## src/rtl/smb_pkg.sv

```systemverilog
// Shared types for the indexed block-transfer slave.
// Assumes: nothing beyond IEEE 1800-2017 enums.
package smb_pkg;

    typedef enum logic [3:0] {
        ST_IDLE,    // waiting for a start condition
        ST_ADDR,    // receiving the address byte
        ST_OFFS,    // receiving the starting index
        ST_CNT,     // receiving the count byte
        ST_WDATA,   // receiving data bytes
        ST_ACK,     // holding the acknowledge bit
        ST_TX,      // shifting a byte out to the master
        ST_MACK,    // sampling the master's acknowledge
        ST_IGNORE   // silent until the next start or stop
    } smb_state_e;

endpackage

```

## src/rtl/smb_line_sync.sv

```systemverilog
// Brings the bus clock and data lines into the system clock domain and
// flags clock edges plus start and stop conditions.
// Assumes: the system clock samples each bus phase several times; idle bus is high.
module smb_line_sync (
    input  logic clk,
    input  logic rst_n,
    input  logic scl_i,
    input  logic sda_i,
    output logic scl_s,
    output logic sda_s,
    output logic scl_rise,
    output logic scl_fall,
    output logic start_ev,
    output logic stop_ev
);
    logic [1:0] scl_ff;
    logic [1:0] sda_ff;
    logic       scl_d;
    logic       sda_d;

    // Two-stage synchronizers plus one delayed copy for edge detection.
    always_ff @(posedge clk) begin
        if (!rst_n) begin
            scl_ff <= 2'b11;
            sda_ff <= 2'b11;
            scl_d  <= 1'b1;
            sda_d  <= 1'b1;
        end else begin
            scl_ff <= {scl_ff[0], scl_i};
            sda_ff <= {sda_ff[0], sda_i};
            scl_d  <= scl_ff[1];
            sda_d  <= sda_ff[1];
        end
    end

    // Edge and bus-condition decode from current and delayed samples.
    always_comb begin
        scl_s    = scl_ff[1];
        sda_s    = sda_ff[1];
        scl_rise = scl_s & ~scl_d;
        scl_fall = ~scl_s & scl_d;
        start_ev = scl_s & scl_d & sda_d & ~sda_s;
        stop_ev  = scl_s & scl_d & ~sda_d & sda_s;
    end
endmodule

```

## src/rtl/smb_regbank.sv

```systemverilog
// Bank of DEPTH registers, each W bits wide, with one write port, one
// combinational read port and a flat parallel view of all entries.
// Assumes: DEPTH is a power of two.
module smb_regbank #(
    parameter int DEPTH = 8,
    parameter int W     = 8,
    localparam int AW   = $clog2(DEPTH)
) (
    input  logic               clk,
    input  logic               rst_n,
    input  logic               wr_en,
    input  logic [AW-1:0]      wr_addr,
    input  logic [W-1:0]       wr_data,
    input  logic [AW-1:0]      rd_addr,
    output logic [W-1:0]       rd_data,
    output logic [DEPTH*W-1:0] bank_flat
);
    logic [W-1:0] mem [DEPTH];

    // Register storage, cleared on reset.
    always_ff @(posedge clk) begin
        if (!rst_n) begin
            for (int i = 0; i < DEPTH; i++) mem[i] <= '0;
        end else if (wr_en) begin
            mem[wr_addr] <= wr_data;
        end
    end

    // Read port.
    always_comb rd_data = mem[rd_addr];

    // Flatten the bank for the parallel port.
    for (genvar g = 0; g < DEPTH; g++) begin : g_flat
        assign bank_flat[g*W +: W] = mem[g];
    end
endmodule

```

## src/rtl/smb_idx_fsm.sv

```systemverilog
// Protocol engine: shifts bytes in and out, decides acknowledges, tracks
// the register index and the remaining write count.
// Assumes: events come from smb_line_sync; drive changes only on clock fall.
module smb_idx_fsm
    import smb_pkg::*;
#(
    parameter logic [6:0] DEV_ADDR = 7'h69,
    parameter int         DEPTH    = 8,
    parameter logic [7:0] RD_COUNT = 8'd8,
    localparam int        AW       = $clog2(DEPTH)
) (
    input  logic          clk,
    input  logic          rst_n,
    input  logic          sda_s,
    input  logic          scl_rise,
    input  logic          scl_fall,
    input  logic          start_ev,
    input  logic          stop_ev,
    input  logic [7:0]    rd_data,
    output logic [AW-1:0] rd_addr,
    output logic          wr_en,
    output logic [AW-1:0] wr_addr,
    output logic [7:0]    wr_data,
    output logic          sda_oe
);
    smb_state_e    state;
    smb_state_e    ack_next;
    logic [3:0]    bitcnt;
    logic [7:0]    shreg;
    logic [7:0]    txreg;
    logic [AW-1:0] ptr;
    logic [7:0]    remain;
    logic          have_offs;
    logic          mack_ok;

    // Read port follows the live index.
    always_comb rd_addr = ptr;

    // Main sequencer: bus conditions first, then per-state bit handling.
    always_ff @(posedge clk) begin
        if (!rst_n) begin
            state     <= ST_IDLE;
            ack_next  <= ST_IDLE;
            bitcnt    <= '0;
            shreg     <= '0;
            txreg     <= '0;
            ptr       <= '0;
            remain    <= '0;
            have_offs <= 1'b0;
            mack_ok   <= 1'b0;
            sda_oe    <= 1'b0;
            wr_en     <= 1'b0;
            wr_addr   <= '0;
            wr_data   <= '0;
        end else begin
            wr_en <= 1'b0;
            if (stop_ev) begin
                state     <= ST_IDLE;
                sda_oe    <= 1'b0;
                have_offs <= 1'b0;
            end else if (start_ev) begin
                state  <= ST_ADDR;
                bitcnt <= '0;
                sda_oe <= 1'b0;
            end else begin
                case (state)
                    ST_ADDR, ST_OFFS, ST_CNT, ST_WDATA: begin
                        if (scl_rise) begin
                            shreg  <= {shreg[6:0], sda_s};
                            bitcnt <= bitcnt + 4'd1;
                        end else if (scl_fall && bitcnt == 4'd8) begin
                            bitcnt <= '0;
                            state  <= ST_IGNORE;
                            case (state)
                                ST_ADDR: begin
                                    if (shreg == {DEV_ADDR, 1'b0}) begin
                                        sda_oe   <= 1'b1;
                                        state    <= ST_ACK;
                                        ack_next <= ST_OFFS;
                                    end else if (shreg == {DEV_ADDR, 1'b1} && have_offs) begin
                                        sda_oe   <= 1'b1;
                                        state    <= ST_ACK;
                                        ack_next <= ST_TX;
                                        txreg    <= RD_COUNT;
                                    end
                                end
                                ST_OFFS: begin
                                    ptr       <= shreg[AW-1:0];
                                    have_offs <= 1'b1;
                                    sda_oe    <= 1'b1;
                                    state     <= ST_ACK;
                                    ack_next  <= ST_CNT;
                                end
                                ST_CNT: begin
                                    if (shreg != 8'd0) begin
                                        remain   <= shreg;
                                        sda_oe   <= 1'b1;
                                        state    <= ST_ACK;
                                        ack_next <= ST_WDATA;
                                    end
                                end
                                default: begin
                                    if (remain != 8'd0) begin
                                        wr_en    <= 1'b1;
                                        wr_addr  <= ptr;
                                        wr_data  <= shreg;
                                        ptr      <= ptr + 1'b1;
                                        remain   <= remain - 8'd1;
                                        sda_oe   <= 1'b1;
                                        state    <= ST_ACK;
                                        ack_next <= ST_WDATA;
                                    end
                                end
                            endcase
                        end
                    end
                    ST_ACK: begin
                        if (scl_fall) begin
                            state  <= ack_next;
                            bitcnt <= '0;
                            sda_oe <= (ack_next == ST_TX) ? ~txreg[7] : 1'b0;
                        end
                    end
                    ST_TX: begin
                        if (scl_rise) begin
                            bitcnt <= bitcnt + 4'd1;
                        end else if (scl_fall) begin
                            if (bitcnt == 4'd8) begin
                                sda_oe <= 1'b0;
                                bitcnt <= '0;
                                state  <= ST_MACK;
                            end else begin
                                txreg  <= {txreg[6:0], 1'b0};
                                sda_oe <= ~txreg[6];
                            end
                        end
                    end
                    ST_MACK: begin
                        if (scl_rise) begin
                            mack_ok <= ~sda_s;
                        end else if (scl_fall) begin
                            if (mack_ok) begin
                                txreg  <= rd_data;
                                ptr    <= ptr + 1'b1;
                                sda_oe <= ~rd_data[7];
                                state  <= ST_TX;
                            end else begin
                                state  <= ST_IGNORE;
                            end
                        end
                    end
                    default: ;
                endcase
            end
        end
    end
endmodule

```

## src/rtl/smb_idx_slave.sv

```systemverilog
// Top level: line synchronizer, protocol engine and register bank.
// Assumes: open-drain pad outside; sda_oe = 1 pulls the line low.
module smb_idx_slave #(
    parameter logic [6:0] DEV_ADDR = 7'h69,
    parameter int         DEPTH    = 8,
    parameter logic [7:0] RD_COUNT = 8'd8,
    localparam int        AW       = $clog2(DEPTH)
) (
    input  logic             clk,
    input  logic             rst_n,
    input  logic             scl_i,
    input  logic             sda_i,
    output logic             sda_oe,
    output logic [DEPTH*8-1:0] reg_bank_o
);
    logic          scl_s, sda_s, scl_rise, scl_fall, start_ev, stop_ev;
    logic          wr_en;
    logic [AW-1:0] wr_addr, rd_addr;
    logic [7:0]    wr_data, rd_data;

    smb_line_sync u_sync (
        .clk(clk), .rst_n(rst_n), .scl_i(scl_i), .sda_i(sda_i),
        .scl_s(scl_s), .sda_s(sda_s), .scl_rise(scl_rise), .scl_fall(scl_fall),
        .start_ev(start_ev), .stop_ev(stop_ev)
    );

    smb_idx_fsm #(.DEV_ADDR(DEV_ADDR), .DEPTH(DEPTH), .RD_COUNT(RD_COUNT)) u_fsm (
        .clk(clk), .rst_n(rst_n), .sda_s(sda_s), .scl_rise(scl_rise),
        .scl_fall(scl_fall), .start_ev(start_ev), .stop_ev(stop_ev),
        .rd_data(rd_data), .rd_addr(rd_addr), .wr_en(wr_en),
        .wr_addr(wr_addr), .wr_data(wr_data), .sda_oe(sda_oe)
    );

    smb_regbank #(.DEPTH(DEPTH), .W(8)) u_bank (
        .clk(clk), .rst_n(rst_n), .wr_en(wr_en), .wr_addr(wr_addr),
        .wr_data(wr_data), .rd_addr(rd_addr), .rd_data(rd_data),
        .bank_flat(reg_bank_o)
    );
endmodule

```

## config.mk

```make
export PLATFORM = sky130hd
export DESIGN_NAME = smb_idx_slave
export DESIGN_NICKNAME = d
export VERILOG_FILES = /design/src/rtl/smb_pkg.sv /design/src/rtl/smb_line_sync.sv /design/src/rtl/smb_regbank.sv /design/src/rtl/smb_idx_fsm.sv /design/src/rtl/smb_idx_slave.sv
export SDC_FILE = /design/constraint.sdc
export NUM_CORES = 1
export LEC_CHECK = 0
export CAP_MARGIN = 20
export CORE_UTILIZATION = 55
export DETAILED_ROUTE_END_ITERATION = 7
export DONT_BUFFER_PORTS = 1
export GPL_TIMING_DRIVEN = 0
export PLACE_DENSITY = 0.73
export RECOVER_POWER = 100
export SYNTH_ARGS = -nofsm -noshare
export SYNTH_HDL_FRONTEND = slang
export SYNTH_SLANG_ARGS = --single-unit
```

## constraint.sdc

```tcl
create_clock -name clk -period 2.45 [get_ports clk]
set_input_delay 0.735 -clock clk [delete_from_list [all_inputs] [get_ports clk]]
set_output_delay 0.735 -clock clk [all_outputs]
set_load 0.01 [all_outputs]
```

Word level (Yosys, flattened, before mapping)

Memories as Yosys holds them, arrays and structs flattened. A register that Yosys moved wholly into a read port is not among the register bits.
Index checks and enable logic that the tools add are counted.

Eq/ne operators: 42
Add/subtract/negate cells: 3
Magnitude comparators: 0
Reductions and logical operators: 31
Multipliers: 0
Div/mod/pow operators: 0
Bitwise gates (word level): 22
Shift operators: 0
Mux-type cells: 78

Operators with widths:

| kind                                                 | count |
|---|---|
| two-way mux 8 bit                                    | 14 |
| two-way mux 4 bit                                    | 24 |
| one-hot mux 4 bit (3 select lines)                   | 3 |
| two-way mux 3 bit                                    | 9 |
| one-hot mux 8 bit (3 select lines)                   | 1 |
| two-way mux 1 bit                                    | 21 |
| equality test 4 x 3 -> 1 bit (second input constant) | 5 |
| != test 2 x 1 -> 1 bit (second input constant)       | 9 |
| != test 3 x 2 -> 1 bit (second input constant)       | 6 |
| AND reduction 9 bit                                  | 2 |
| equality test 8 bit (second input constant)          | 2 |
| one-hot mux 4 bit (4 select lines)                   | 1 |
| one-hot mux 8 bit (2 select lines)                   | 1 |
| AND reduction 8 bit                                  | 2 |
| nonzero test 8 bit                                   | 2 |
| NOT 1 bit                                            | 15 |
| AND reduction 14 bit                                 | 1 |
| != test 2 bit (second input constant)                | 6 |
| != test 4 x 3 -> 1 bit (second input constant)       | 3 |
| one-hot mux 3 bit (2 select lines)                   | 2 |
| AND reduction 12 bit                                 | 1 |
| nonzero test 4 bit                                   | 3 |
| AND reduction 10 bit                                 | 1 |
| != test 3 bit (second input constant)                | 3 |
| other kinds (25)                                     | 39 |

Memories kept: 1
Output and inout bits: 65
Memory bits (read-only): 0
Latch bits: 0
Register bits after elaboration: 60
Bits in writable memories: 64

Memory list:

| memory     | words | width | rd ports | clocked after memory_dff | wr ports | RTL line          | RTL |
|---|---|---|---|---|---|---|---|
| u_bank.mem | 8     | 8     | 9        | 1                        | 8        | smb_regbank.sv:18 | `logic [W-1:0] mem [DEPTH];` |

Longest topological paths before layout

Depth after elaboration: 9
Depth in mapped cells: 8

Hierarchy

A second synthesis with hierarchy kept.

Cells, all modules: 587
Area, all modules: 6,287.3 um^2

Modules (own cells, without submodules):

| module        | cells each | times used | area an instance (um^2) | seq. area each (um^2) |
|---|---|---|---|---|
| smb_idx_fsm   | 377        | 1          | 3,116.7                 | 1,061.0 |
| smb_regbank   | 194        | 1          | 2,980.4                 | 1,921.8 |
| smb_line_sync | 16         | 1          | 190.2                   | 120.1 |

Worst setup path before layout

Ideal clock, no wire load.

Path kind: register -> register
Start point: register u_sync.scl_ff[1]
End point: register u_fsm.bitcnt[2]
Path buffers: 0
Data arrival time: 2.194 ns
Required time: 2.331 ns
Stages on the path, launching flop included: 8
Clock period less this slack: 2.313 ns
Slack: 0.137 ns
Cell sequence: dfxtp_1 > inv_1 > ha_1 > o211a_1 > a2111oi_0 > nand3b_1 > a22o_1 > o221a_2

Longest elaborated chain between the ends: 5
Elaborated cells between the ends (all ways): 20
Those cells by class: 4 x eq/ne; 4 x mux; 9 x bitwise; 3 x reduce/logical

Ends and longest elaborated chain:

| element                                                         | RTL line                                                      | RTL |
|---|---|---|
| start: declaration                                              | smb_line_sync.sv:16                                           | `logic [1:0] scl_ff;` |
| start signal: assignment                                        | smb_line_sync.sv:29                                           | `scl_ff <= {scl_ff[0], scl_i};` |
| bitwise AND 1 bit / NOT 1 bit (equally long branches)           | smb_line_sync.sv:42, smb_line_sync.sv:43, smb_line_sync.sv:41 |  |
| bitwise AND 1 bit (on tied branches)                            | smb_line_sync.sv:42, smb_line_sync.sv:41, smb_line_sync.sv:43 |  |
| bitwise AND 1 bit (tied with other cells)                       | smb_line_sync.sv:42                                           | `start_ev = scl_s & scl_d & sda_d & ~sda_s;` |
| != test 4 x 3 -> 1 bit (no source line) (tied with other cells) | n/a                                                           |  |
| AND reduction 6 bit (no source line)                            | n/a                                                           |  |
| end signal: assignment                                          | smb_idx_fsm.sv:70                                             | `bitcnt <= bitcnt + 4'd1;` |
| end signal: assignment                                          | smb_idx_fsm.sv:126                                            | `bitcnt <= bitcnt + 4'd1;` |
| end: declaration                                                | smb_idx_fsm.sv:28                                             | `logic [3:0] bitcnt;` |

Several ways; a longest one is shown, not always the timed one.
A chain may end at the register's enable or synchronous reset.

==> impl.org <==
** Yosys
- The synthesized design spends more area on one cell type than any other, namely sky130_fd_sc_hd__edfxtp_1.
- The mapped netlist covers 6300 um2.
- After synthesis, the mean cell area works out to 10.7 um2.
- Fraction of synthesis flops using an asynchronous set or reset pin :: 0%
- Synthesis instantiated 70 different standard cells from the library.
- Yosys warnings :: 0
- The number of nets handed over by synthesis was 602.
- Ranking of synthesized cells by area :: sky130_fd_sc_hd__edfxtp_1 31%, sky130_fd_sc_hd__dfxtp_1 20%, sky130_fd_sc_hd__and2_1 6.4%
- After technology mapping, the gate count stands at between 500 and 600.
- Among all flip-flop cells after synthesis, the most frequent one is sky130_fd_sc_hd__edfxtp_1.
- Yosys mapped a number of flops with a built-in enable equal to 64.
- Part of the Yosys area used for sequential elements :: 50.2%
- After synthesis, the largest area contributor takes up 30.5% of total cell area.
- Post-synthesis register bit count :: about 130

** Timing
- Slew @ Worst Pin :: 0.650 ns
- Slew Limit Headroom :: a little under three fifths
- The final number of max-transition violations was 0.
- The smallest clock period supported by the final layout is computed as 2.39 ns.
- Post-route clock skew :: between 0.009 and 0.01 ns
- Fmax :: 418 MHz
- Total setup violations reported at the end of the flow :: 0
- Summed negative setup slack over all endpoints :: 0 ns
- The final hold violation count came to 0.
- In the finished design, the share of the clock period the worst path needs comes to 97.7%.
- Setup repair after global routing could not meet its margin everywhere.
- Hold timing on the final database bottoms out at a slack of 0.426 ns.

** Critical path
- Worst EP arrival :: 2.73 ns
- The number of buffers and inverters on the critical path is 1.
- Setup slack on the worst reg-to-reg path comes out at between 0.05 and 0.06 ns.
- Critical Path, Cell by Cell :: or4_4, or4b_4, buf_6, or3_4, a41o_1, a21oi_1
- Of all nets on the critical path, the largest fanout is 6.
- Top cell family by delay on the critical path :: simple AND/OR/NAND/NOR gates
- STA puts the critical path data required time at approximately 2.8 ns.
- Critical Setup Path Class :: flop to flop
- STA classifies the critical path startpoint as a flop.
- Slowest cell on the critical path :: sky130_fd_sc_hd__or4_4
- Critical path's largest stage delay :: 0.56 ns
- Capturing element type of the critical path :: flop

** Place
- After legalization and detailed placement, the total HPWL measured 12000 um.
- Port Buffer Count :: 0
- At the end of routability-driven placement, the weighted congestion stood at 0.919.

** Floorplanning
- Die H :: ~110 um
- For this design the top-level I/O count stands at 69.
- Chip width :: 109 um
- Row generation in the floorplan step produced 38 rows.
- The core region is 11000 um2.
- Initial cell density of the core :: between 50 and 60%
- Overall die area :: around 12000 um2

** Global routing
- GRT Util Overall :: 30.6%
- The initial antenna violation count was 0.
- Largest net degree at the start of global routing :: 17
- The number of global-route vias before repair was 4909.
- Wire length of the first global-routing pass :: 26400 um
- Summed over all layers, the global routing overflow is 0.

** Cells and area
- Area added between synthesis and finish :: 14.2%
- For this run, the post-layout net count is approximately 630.
- Utilization after layout :: 65.5%
- In the final layout, the share of cells above drive strength 1 is 14.5%.
- Number of diodes :: 0

** Clock network
- Clock latency on the worst-skew pair :: 0.42 ns
- Clock tree synthesis found a total of 126 sinks.
- The H-tree was split into 4 levels.
- The number of clock buffers added by TritonCTS is 17.
- The tree is rooted in a sky130_fd_sc_hd__clkbuf_16.
- TritonCTS built the clock tree.
- Clock-pin slew was measured on the worst setup and hold paths at 0.05 ns.
- In this run the deepest clock path goes through 2 buffers.

** Drt
- Number of DRC markers in iteration 0 :: approximately 280
- Via count :: 4917
- In the routed design, unresolved DRC markers number 0.
- Detailed-router iteration count before antenna repair :: 5
- Once detail routing completed, the nets flagged for antenna violations numbered 0.
- Dividing the detail-routed wire length by the instance count gives around 22 um.
- The routed design has 16800 um of wire.
- Dividing the detail-routed via count by the number of cells gives 6.40.

** Hold path
- In this run the worst hold path is classified as primary input to flop.

** Power and ir drop
- Total Power :: 4.88 mW
- VDD sags by at most 552 uV.
- Leak Pwr :: 2.63 nW
- Power density normalized to cell area :: 678 nW/um2

** Flow run
- Reported max-cap violation count :: 0

** Run status
- The flow ran to the end, and the final reports show no timing, DRC or antenna violations.
==> synthesized netlist by cell type, types with 4 or more instances <==
cell / count
sky130_fd_sc_hd__a2111oi_0: 4
sky130_fd_sc_hd__clkbuf_1: 18
sky130_fd_sc_hd__buf_6: 4
sky130_fd_sc_hd__mux2i_1: 29
sky130_fd_sc_hd__nand3_1: 17
sky130_fd_sc_hd__nor2_1: 53
sky130_fd_sc_hd__nor2b_1: 5
sky130_fd_sc_hd__o21ai_0: 18
sky130_fd_sc_hd__nand2b_1: 10
sky130_fd_sc_hd__edfxtp_1: 64
sky130_fd_sc_hd__dfxtp_1: 62
sky130_fd_sc_hd__inv_1: 13
sky130_fd_sc_hd__o31ai_1: 9
sky130_fd_sc_hd__nor3_1: 13
sky130_fd_sc_hd__and2_1: 64
sky130_fd_sc_hd__a21oi_1: 44
sky130_fd_sc_hd__ha_1: 8
sky130_fd_sc_hd__a311oi_1: 4
sky130_fd_sc_hd__nand4_1: 11
sky130_fd_sc_hd__mux4_2: 16
sky130_fd_sc_hd__a211oi_1: 9
sky130_fd_sc_hd__nand3b_1: 4
sky130_fd_sc_hd__nand2_1: 32
==> worst register-to-register path: cells and delay by family, from the launching register on <==
kind / cells / cell delay [ns]
DFF: 1 / 0.33
AOI/OAI and AO/OA: 2 / 0.37
buffers and inverters: 1 / 0.15
and+or+nand+nor: 3 / 1.49
==> cells by family after synthesis <==
family                     share of synthesized area, %
and+or+nand+nor                                    21.0
DFF                                                50.2
muxes                                              10.7
adders and majority gates                          1.59
AOI/OAI and AO/OA                                  12.5
buffers and inverters                              3.87
xor gates and xnor gates                          0.139
==> flip-flops by register name, indices dropped and copies added, names as in the netlist, 2 cells and up, named ones only <==
signal	cells
u_sync.scl_ff	2
u_fsm.txreg	8
u_fsm.remain	8
u_fsm.wr_addr	3
u_fsm.ack_next	3
u_fsm.rd_addr	3
u_bank.mem	64
u_fsm.wr_data	8
u_fsm.shreg	8
u_fsm.state	4
u_sync.sda_ff	2
u_fsm.bitcnt	4
==> path summary, 6_finish.rpt <==
check,from,endpoint,depth (start not counted)
worst max-delay path,u_fsm.remain[5]$_SDFFE_PN0P_,flop,6
worst min-delay path,scl_i,u_sync.scl_ff[0]$_SDFF_PN1_,1
worst min register to register,u_sync.scl_ff[0]$_SDFF_PN1_,u_sync.scl_ff[1]$_SDFF_PN1_,1
worst max register to register,u_fsm.remain[5]$_SDFFE_PN0P_,flop,6
==> metal layers <==
| metal | part of all wire [%] | routed length [um] | global-route usage, % | vias up |
|---|---|---|---|---|
| met3 | 7.8 | 1320 | 7.65 | 30 |
| li1 | - | - | - | 2259 |
| met4 | 2.1 | 355 | 12.8 | 0 |
| met5 | 0 | 0 | 0 | - |
| met2 | 47 | 7960 | 47.2 | 188 |
| met1 | 43 | 7160 | 40.9 | 2440 |
==> cell type report <==
class / count / area [um2]
clock inverters: 9 / 92.6
plain buffers: 31 / 201
fillers: 841 / 3790
clock buffers: 23 / 468
well taps: 140 / 175
inverters: 14 / 52.6
multi-input cells: 417 / 2990
flip-flops and latches: 126 / 3170
repair buffers: 8 / 52.6
==> power breakdown <==
group	internal, mW	total [mW]	switching [mW]
clock	1.53	2.41	0.877
sequential	2.26	2.30	0.0485
combinational	0.0539	0.167	0.113
==> per-stage QoR <==
stage                     cell area [um2]  setup WS [ns]  std cells
after floorplan                      6300          0.137        590
after global placement               6470         -0.752        730
after detailed placement             6510         -0.825        736
after CTS                            7140         0.0161        770
after global routing                 7200        -0.0135        768
final                                7200         0.0559        768
==> cells in the final DEF, fill, tap and decap left out, types with 8 or more instances in the layout <==
cell type                   count
sky130_fd_sc_hd__a211oi_1       9
sky130_fd_sc_hd__a21oi_1       43
sky130_fd_sc_hd__and2_1        64
sky130_fd_sc_hd__clkbuf_1      18
sky130_fd_sc_hd__clkbuf_16     17
sky130_fd_sc_hd__dfxtp_1       59
sky130_fd_sc_hd__edfxtp_1      64
sky130_fd_sc_hd__ha_1           8
sky130_fd_sc_hd__inv_1         13
sky130_fd_sc_hd__mux2i_1       29
sky130_fd_sc_hd__mux4_2        16
sky130_fd_sc_hd__nand2_1       31
sky130_fd_sc_hd__nand2b_1       8
sky130_fd_sc_hd__nand3_1       16
sky130_fd_sc_hd__nand4_1       11
sky130_fd_sc_hd__nor2_1        53
sky130_fd_sc_hd__nor3_1        11
sky130_fd_sc_hd__o21ai_0       15
sky130_fd_sc_hd__o31ai_1        9
==> repair_timing <==
action                                 in CTS  in global routing
hold buffers                                0                  0
buffers inserted                            2                  0
cloned                                      0                  0
endpoints found under the hold margin       0                  0
pin swaps                                   1                  1
resized for setup                          13                 23
setup endpoints to repair                  43                 73
No activity file was read; power rests on OpenSTA's default activity.
